<file path="config.mk">
export PLATFORM = sky130hd
export DESIGN_NAME = flag_word_serializer
export DESIGN_NICKNAME = d
export VERILOG_FILES = /design/src/rtl/fws_pkg.sv /design/src/rtl/fws_sequencer.sv /design/src/rtl/fws_shifter.sv /design/src/rtl/fws_strobe.sv /design/src/rtl/flag_word_serializer.sv
export SDC_FILE = /design/constraint.sdc
export NUM_CORES = 1
export LEC_CHECK = 0
export CORE_AREA = 2 2 100 151
export CTS_CLUSTER_SIZE = 24
export DETAILED_ROUTE_END_ITERATION = 8
export DIE_AREA = 0 0 102 153
export HOLD_SLACK_MARGIN = 0.06
export PLACE_DENSITY_LB_ADDON = 0.1
export SETUP_SLACK_MARGIN = 0.4
export SLEW_MARGIN = 5
export SYNTH_ARGS = -nofsm -noshare
export SYNTH_HDL_FRONTEND = slang
export SYNTH_SLANG_ARGS = --single-unit
</file>
<file path="constraint.sdc">
create_clock -name clk -period 3.6 [get_ports clk]
set_clock_uncertainty 0.1 [all_clocks]
set_input_delay 0.72 -clock clk [delete_from_list [all_inputs] [get_ports clk]]
set_output_delay 0.72 -clock clk [all_outputs]
set_load 0.005 [all_outputs]
</file>
<file path="src/rtl/fws_pkg.sv">
package fws_pkg;

    typedef enum logic [1:0] {
        ST_IDLE = 2'd0,
        ST_FLAG = 2'd1,
        ST_DATA = 2'd2,
        ST_PAD  = 2'd3
    } fws_state_t;

    function automatic int fws_max(input int a, input int b);
        return (a > b) ? a : b;
    endfunction

endpackage

</file>
<file path="src/rtl/fws_sequencer.sv">
module fws_sequencer
    import fws_pkg::*;
#(
    parameter int WORD_W     = 32,
    parameter int NUM_WORDS  = 4,
    parameter int PAD_CYCLES = 8
) (
    input  logic                                          clk,
    input  logic                                          rst_n,
    input  logic                                          start_i,
    output logic                                          busy_o,
    output logic                                          capture_o,
    output logic                                          load_o,
    output logic                                          shift_o,
    output logic                                          in_flag_o,
    output logic                                          first_word_o,
    output logic                                          bit_window_o,
    output logic [((NUM_WORDS > 1) ? $clog2(NUM_WORDS) : 1)-1:0] word_idx_o
);

    localparam int WIDX_W = (NUM_WORDS > 1) ? $clog2(NUM_WORDS) : 1;
    localparam int MAXC   = fws_max(WORD_W, PAD_CYCLES);
    localparam int CNT_W  = (MAXC > 1) ? $clog2(MAXC) : 1;
    localparam logic [CNT_W-1:0]  LAST_BIT  = CNT_W'(WORD_W - 1);
    localparam logic [CNT_W-1:0]  LAST_PAD  = CNT_W'(PAD_CYCLES - 1);
    localparam logic [WIDX_W-1:0] LAST_WORD = WIDX_W'(NUM_WORDS - 1);

    fws_state_t        state_q, state_d;
    logic [CNT_W-1:0]  cnt_q;
    logic [WIDX_W-1:0] widx_q;
    logic              word_done;
    logic              pad_done;

    assign word_done = (cnt_q == LAST_BIT);
    assign pad_done  = (cnt_q == LAST_PAD);

    // State register
    always_ff @(posedge clk or negedge rst_n) begin
        if (!rst_n) begin
            state_q <= ST_IDLE;
        end else begin
            state_q <= state_d;
        end
    end

    // Transition logic
    always_comb begin
        state_d = state_q;
        unique case (state_q)
            ST_IDLE: if (start_i) state_d = ST_FLAG;
            ST_FLAG: state_d = ST_DATA;
            ST_DATA: begin
                if (word_done) begin
                    state_d = (widx_q == LAST_WORD) ? ST_PAD : ST_FLAG;
                end
            end
            ST_PAD:  if (pad_done) state_d = ST_IDLE;
            default: state_d = ST_IDLE;
        endcase
    end

    // Bit and word counters
    always_ff @(posedge clk or negedge rst_n) begin
        if (!rst_n) begin
            cnt_q  <= '0;
            widx_q <= '0;
        end else begin
            unique case (state_q)
                ST_IDLE: begin
                    cnt_q  <= '0;
                    widx_q <= '0;
                end
                ST_FLAG: cnt_q <= '0;
                ST_DATA: begin
                    if (word_done) begin
                        cnt_q  <= '0;
                        widx_q <= widx_q + WIDX_W'(1);
                    end else begin
                        cnt_q <= cnt_q + CNT_W'(1);
                    end
                end
                ST_PAD:  cnt_q <= cnt_q + CNT_W'(1);
                default: cnt_q <= '0;
            endcase
        end
    end

    // Output decode
    always_comb begin
        busy_o       = 1'b1;
        capture_o    = 1'b0;
        load_o       = 1'b0;
        shift_o      = 1'b0;
        in_flag_o    = 1'b0;
        bit_window_o = 1'b0;
        unique case (state_q)
            ST_IDLE: begin
                busy_o    = 1'b0;
                capture_o = start_i;
            end
            ST_FLAG: begin
                load_o       = 1'b1;
                in_flag_o    = 1'b1;
                bit_window_o = 1'b1;
            end
            ST_DATA: begin
                shift_o      = 1'b1;
                bit_window_o = 1'b1;
            end
            ST_PAD:  ;
            default: busy_o = 1'b0;
        endcase
    end

    assign first_word_o = (widx_q == '0);
    assign word_idx_o   = widx_q;

    assert_flag_then_data_R4: assert property (@(posedge clk) disable iff (!rst_n)
        (state_q == ST_FLAG) |=> (state_q == ST_DATA));

    assert_idle_on_pad_exit_R9: assert property (@(posedge clk) disable iff (!rst_n)
        (state_q == ST_PAD && pad_done) |=> (state_q == ST_IDLE));

    assert_start_ignored_R7: assert property (@(posedge clk) disable iff (!rst_n)
        (busy_o && start_i && state_q != ST_PAD) |=> busy_o);

endmodule

</file>
<file path="src/rtl/fws_shifter.sv">
module fws_shifter #(
    parameter int WORD_W    = 32,
    parameter int NUM_WORDS = 4
) (
    input  logic                                          clk,
    input  logic                                          rst_n,
    input  logic                                          capture_i,
    input  logic                                          load_i,
    input  logic                                          shift_i,
    input  logic [((NUM_WORDS > 1) ? $clog2(NUM_WORDS) : 1)-1:0] word_idx_i,
    input  logic [NUM_WORDS*WORD_W-1:0]                   words_i,
    output logic                                          bit_o
);

    localparam int TOTAL_W = NUM_WORDS * WORD_W;

    logic [TOTAL_W-1:0] snap_q;
    logic [WORD_W-1:0]  shreg_q;
    logic [WORD_W-1:0]  selected;

    // Snapshot storage, one slice per monitored word
    for (genvar g = 0; g < NUM_WORDS; g++) begin : g_snap
        always_ff @(posedge clk or negedge rst_n) begin
            if (!rst_n) begin
                snap_q[g*WORD_W +: WORD_W] <= '0;
            end else if (capture_i) begin
                snap_q[g*WORD_W +: WORD_W] <= words_i[g*WORD_W +: WORD_W];
            end
        end
    end

    always_comb begin
        selected = '0;
        for (int w = 0; w < NUM_WORDS; w++) begin
            if (word_idx_i == ($bits(word_idx_i))'(w)) begin
                selected = snap_q[w*WORD_W +: WORD_W];
            end
        end
    end

    // Right shift: bit 0 leaves first
    always_ff @(posedge clk or negedge rst_n) begin
        if (!rst_n) begin
            shreg_q <= '0;
        end else if (load_i) begin
            shreg_q <= selected;
        end else if (shift_i) begin
            shreg_q <= {1'b0, shreg_q[WORD_W-1:1]};
        end
    end

    assign bit_o = shreg_q[0];

    assert_snapshot_hold_R8: assert property (@(posedge clk) disable iff (!rst_n)
        (!capture_i) |=> $stable(snap_q));

endmodule

</file>
<file path="src/rtl/fws_strobe.sv">
module fws_strobe (
    input  logic clk,
    input  logic window_i,
    output logic sclk_o
);

    // The window changes just after the rising fast edge, while the
    // inverted clock is already low, so the gated strobe has no runt pulse.
    assign sclk_o = ~clk & window_i;

endmodule

</file>
<file path="src/rtl/flag_word_serializer.sv">
module flag_word_serializer
    import fws_pkg::*;
#(
    parameter int WORD_W     = 32,
    parameter int NUM_WORDS  = 4,
    parameter int PAD_CYCLES = 8
) (
    input  logic                        clk,
    input  logic                        rst_n,
    input  logic                        start_i,
    input  logic [NUM_WORDS*WORD_W-1:0] words_i,
    output logic                        sdata_o,
    output logic                        sclk_o,
    output logic                        busy_o
);

    localparam int WIDX_W  = (NUM_WORDS > 1) ? $clog2(NUM_WORDS) : 1;
    localparam int NBITS   = NUM_WORDS * (WORD_W + 1);
    localparam int FRAME   = NBITS + PAD_CYCLES;
    localparam int FLEN_W  = $clog2(FRAME + 1);

    logic              capture, load, shift, in_flag, first_word, window;
    logic              shift_bit;
    logic [WIDX_W-1:0] word_idx;

    fws_sequencer #(
        .WORD_W    (WORD_W),
        .NUM_WORDS (NUM_WORDS),
        .PAD_CYCLES(PAD_CYCLES)
    ) u_seq (
        .clk         (clk),
        .rst_n       (rst_n),
        .start_i     (start_i),
        .busy_o      (busy_o),
        .capture_o   (capture),
        .load_o      (load),
        .shift_o     (shift),
        .in_flag_o   (in_flag),
        .first_word_o(first_word),
        .bit_window_o(window),
        .word_idx_o  (word_idx)
    );

    fws_shifter #(
        .WORD_W   (WORD_W),
        .NUM_WORDS(NUM_WORDS)
    ) u_shift (
        .clk       (clk),
        .rst_n     (rst_n),
        .capture_i (capture),
        .load_i    (load),
        .shift_i   (shift),
        .word_idx_i(word_idx),
        .words_i   (words_i),
        .bit_o     (shift_bit)
    );

    fws_strobe u_strobe (
        .clk     (clk),
        .window_i(window),
        .sclk_o  (sclk_o)
    );

    always_comb begin
        if (!window) begin
            sdata_o = 1'b0;
        end else if (in_flag) begin
            sdata_o = first_word;
        end else begin
            sdata_o = shift_bit;
        end
    end

    // Frame position counter used only by the checks below
    logic [FLEN_W-1:0] flen_q;
    always_ff @(posedge clk or negedge rst_n) begin
        if (!rst_n) begin
            flen_q <= '0;
        end else if (busy_o) begin
            flen_q <= flen_q + FLEN_W'(1);
        end else begin
            flen_q <= '0;
        end
    end

    assert_frame_end_R2: assert property (@(posedge clk) disable iff (!rst_n)
        (busy_o && flen_q == FLEN_W'(FRAME - 1)) |=> !busy_o);

    assert_no_early_end_R7: assert property (@(posedge clk) disable iff (!rst_n)
        (busy_o && flen_q < FLEN_W'(FRAME - 1)) |=> busy_o);

    assert_flag_first_R3: assert property (@(posedge clk) disable iff (!rst_n)
        $rose(busy_o) |-> sdata_o);

    assert_pad_quiet_R5: assert property (@(posedge clk) disable iff (!rst_n)
        (busy_o && flen_q >= FLEN_W'(NBITS)) |-> (!sdata_o && !window));

    assert_idle_quiet_R1: assert property (@(posedge clk) disable iff (!rst_n)
        (!busy_o) |-> (!sdata_o && !window));

endmodule

</file>
* Yosys cells after proc, flatten, opt, wreduce, memory -nomap -nowiden
Index checks and enable logic that the tools add are counted.
Storage, ports and cells: register bits after elaboration 169, input bits 131, output and inout port bits 3
Cells by class: add/subtract/negate cells 2, equality and inequality tests 11, muxes and demuxes 22, bitwise logic cells 2, reductions and logical operators 8
Operator list (number):
- $mux 32 | 6
- $pmux 5 s3 | 1
- $mux 2 | 5
- $eq 2x2->1 const B | 4
- $pmux 2 s4 | 1
- $mux 1 | 7
- $add 5x1->5 const B | 1
- $eq 5x3->1 const B | 1
- $eq 5x5->1 const B | 1
- $mux 5 | 1
- $eq 2x1->1 const B | 2
- $logic_not 2->1 | 2
- $ne 2x1->1 const B | 2
- $pmux 2 s2 | 1
- $reduce_bool 2->1 | 2
- $reduce_or 2->1 | 2
- $reduce_and 3->1 | 1
- $add 2x1->2 const B | 1
- $ne 2x2->1 const B | 1
- $reduce_and 2->1 | 1
- $and 1x1->1 | 1
- $not 1->1 | 1

* Logic depth before layout (Yosys ltp)
word-level depth 6, gate-level depth with buffers 7

* Hierarchy
From an unflattened synthesis, not the netlist that was laid out.
Second synthesis, totals: cell total of the unflattened synthesis 541, area total of the unflattened synthesis 7805.0 µm²
Modules (own cells, without submodules):
- fws_shifter | times used 1, cells each 487, area each 7213.2 µm², seq. area each 4003.8 µm²
- fws_sequencer | times used 1, cells each 51, area each 561.8 µm², seq. area each 225.2 µm²
- flag_word_serializer | times used 1, cells each 2, area each 16.3 µm², seq. area each 0.0 µm²
- fws_strobe | times used 1, cells each 1, area each 13.8 µm², seq. area each 0.0 µm²

==> metrics.yaml <==
synthesis:
  syn_inst: 622
  post_synth_num_cell_types: 38
  syn_nets: 764
  yosysTopAreaCellShare_pct: 52.8
  syn_area_per_cell_sq_um: 12.9
  yosysWarnings: 0
  synth_top_area_cell: "dfrtp_1"
  ys_top_cells_by_area: "dfrtp_1 (53%), mux2_2 (18%), a221o_1 (3.9%)"
  netlist_area_sq_um: 8000
  synth-seq-cells: 169
  ys_seq_area_share_pct: 52.8
die:
  rows: 54
  pin_count: 134
  die_w_um: 102
  die_h_um: 153
  dieArea_sq_um: 15600
  initial_utilization_pct: 55.9
  core_sq_um: 14300
global_routing:
  grt_pass1_vias: 5957
  grt_pass1_wl_mm: 29.4
  grtUsageTotal_pct: 24.1
  grt_max_degree: 129
  grt-ovfl-total: 0
  antenna_found_initial: 0
place:
  placed_area_sq_um: 9350
  dp_hpwl_mm: 11.1
  place_congestion: 0.730
  port_buffers: 133
  dp.cells: 907
final_layout:
  drive_gt1_share_pct: 25.0
  syn2layout_area_growth_pct: 25.2
  fillers: 1110
  regArea_sq_um: 4230
  antennaDiodeCount: 0
  multi_input_area_sq_um: 3420
  instances_no_fill: 941
  nets: 875
  final_area_sq_um: 10000
critical_path:
  critPathRequiredTime_ps: 2780
  start_kind: "clock port"
  critPathCaptureType: "output pin"
  worstPathMaxFanout: 2
  crit_arrival_ps: 2260
  r2r_cells: 6
  crit_type: "clock port to output pin"
  timing.rr.start: "u_seq.state_q[1]"
  rrSetupSlack_ps: 1080
  reg2reg_to: "u_shift.shreg_q[13]"
  crit_start: "clk"
flow_run:
  max-cap-violations: 0
power_and_ir_drop:
  power_leakage_nw: 4.14
  cellPowerDensity_nw_per_um2: 875
  power_mw: 8.77
  peakVddDrop_v: 0.00128
run_status:
  status: "completed"
sta:
  finalHoldViolCount: 0
  hold_ws_ps: 115
  worst_pin_slew_ps: 761
  setup_viol: 0
  worst_slew_margin_rel_pct: 49.3
  finalMaxSlewViolations: 0
  setup_tns_ps: 0
  rsz0062_at_grt: "false"
drt:
  drc: 0
  drt-initial-drc-count: 279
  avgRoutedWirePerCell_um: 19.1
  wirelength_mm: 18.0
  vias: 5576
  dr.pass1.iters: 5
  ant_nets: 0
  via_per_inst: 5.93
clock_tree:
  cts_tree: "built"
  insertion_delay_ps: 530
  postCtsHoldBufs: 0
  clk_transition_reported_paths_ps: 70
min_path:
  hp-class: "input port to asynchronous set/reset pin"
## cells in the final DEF, fill, tap and decap left out, types with 20 or more instances in the layout
cell type,instances
mux2_2,128
nand3b_1,32
a221o_1,31
dfrtp_1,169
a2bb2oi_1,31
clkdlybuf4s50_1,131
clkbuf_16,20
nand2b_1,31
nand2_1,34
o221ai_1,30
a21oi_1,32
## cell usage after synthesis
master	n
a21oi_1	32
o2111ai_1	1
a2111oi_2	2
clkbuf_1	11
dfrtp_1	169
xor2_1	1
a32o_1	1
o21ai_0	1
nand3_1	1
mux2_2	128
inv_2	1
or3b_2	1
o21a_1	1
buf_6	12
a2bb2oi_1	31
clkbuf_2	1
ha_1	11
nand2b_4	1
nor2b_1	4
and3_2	1
and2b_1	1
buf_2	24
o211ai_1	1
a221o_1	31
nor2_1	5
a211oi_2	1
mux2i_1	3
xnor2_1	1
nand4bb_1	1
o221ai_1	30
nand2_1	35
o22ai_1	1
inv_1	7
nand2b_1	31
a2bb2oi_2	1
nand3b_1	32
buf_4	5
and3b_1	1
## repair_timing
item                                    in CTS  in global routing
gates resized for setup                      2                  1
setup buffers                                0                  0
pin swaps                                    0                  0
endpoints found under the setup margin       1                  1
## worst max-delay path, stage by stage
cell	delay (ps)
clkbuf_16	120
clkbuf_16	130
nor2b_1	100
clkbuf_2	120
## metal layers
layer | track usage, % | share of wire, % | routed length [um]
met5 | 0 | 0 | 0
met4 | 8.06 | 1.4 | 258
met3 | 5.53 | 4.8 | 866
met2 | 40.5 | 53 | 9540
met1 | 30.6 | 41 | 7350
## layout make-up
cell class	instances	area share, %
Sequential cell	169	42.2
Multi-Input combinational cell	392	34.2
Timing Repair Buffer	141	14.1
Clock buffer	22	5.18
Tap cell	196	2.45
Clock inverter	13	1.59
Inverter	8	0.300
## kinds of logic after synthesis
family | share of synthesized area (%)
compound gates | 13.8
xor+xnor | 0.219
fa+ha+maj | 1.72
buf+inv | 4.61
flops | 52.8
mux | 18.4
simple gates | 8.39
## power by group
group	internal [mW]	total [mW]	leakage, nW	switching [mW]
Sequential	2.82	3.35	2.05	0.532
Combinational	1.94	3.39	1.76	1.45
Clock	1.21	2.02	0.331	0.812
Total	5.97	8.77	4.14	2.79
## per-stage QoR
| step | worst slack (ps) | utilization [%] |
|---|---|---|
| after floorplan | 865 | - |
| after global placement | 408 | 65.3 |
| after detailed placement | 408 | 65.3 |
| after CTS | 403 | 70.0 |
| after global routing | 484 | 70.0 |
| final | 518 | 70.0 |
## sequential cells by signal (all words and copies together), names as in the netlist
register and cells:
u_shift.shreg_q 32, u_seq.state_q 2, u_shift.snap_q 128, u_seq.cnt_q 5
u_seq.word_idx_o 2
## worst max path at each step
| stage | endpoint | slack, ps | depth (start not counted) |
|---|---|---|---|
| floorplan | sclk_o | 870 | 1 |
| global placement | sclk_o | 410 | 2 |
| detailed placement | sclk_o | 410 | 2 |
| CTS | sclk_o | 400 | 4 |
| global route | sclk_o | 480 | 4 |
| finish | sclk_o | 520 | 4 |
(Power assumes the default switching activity.)
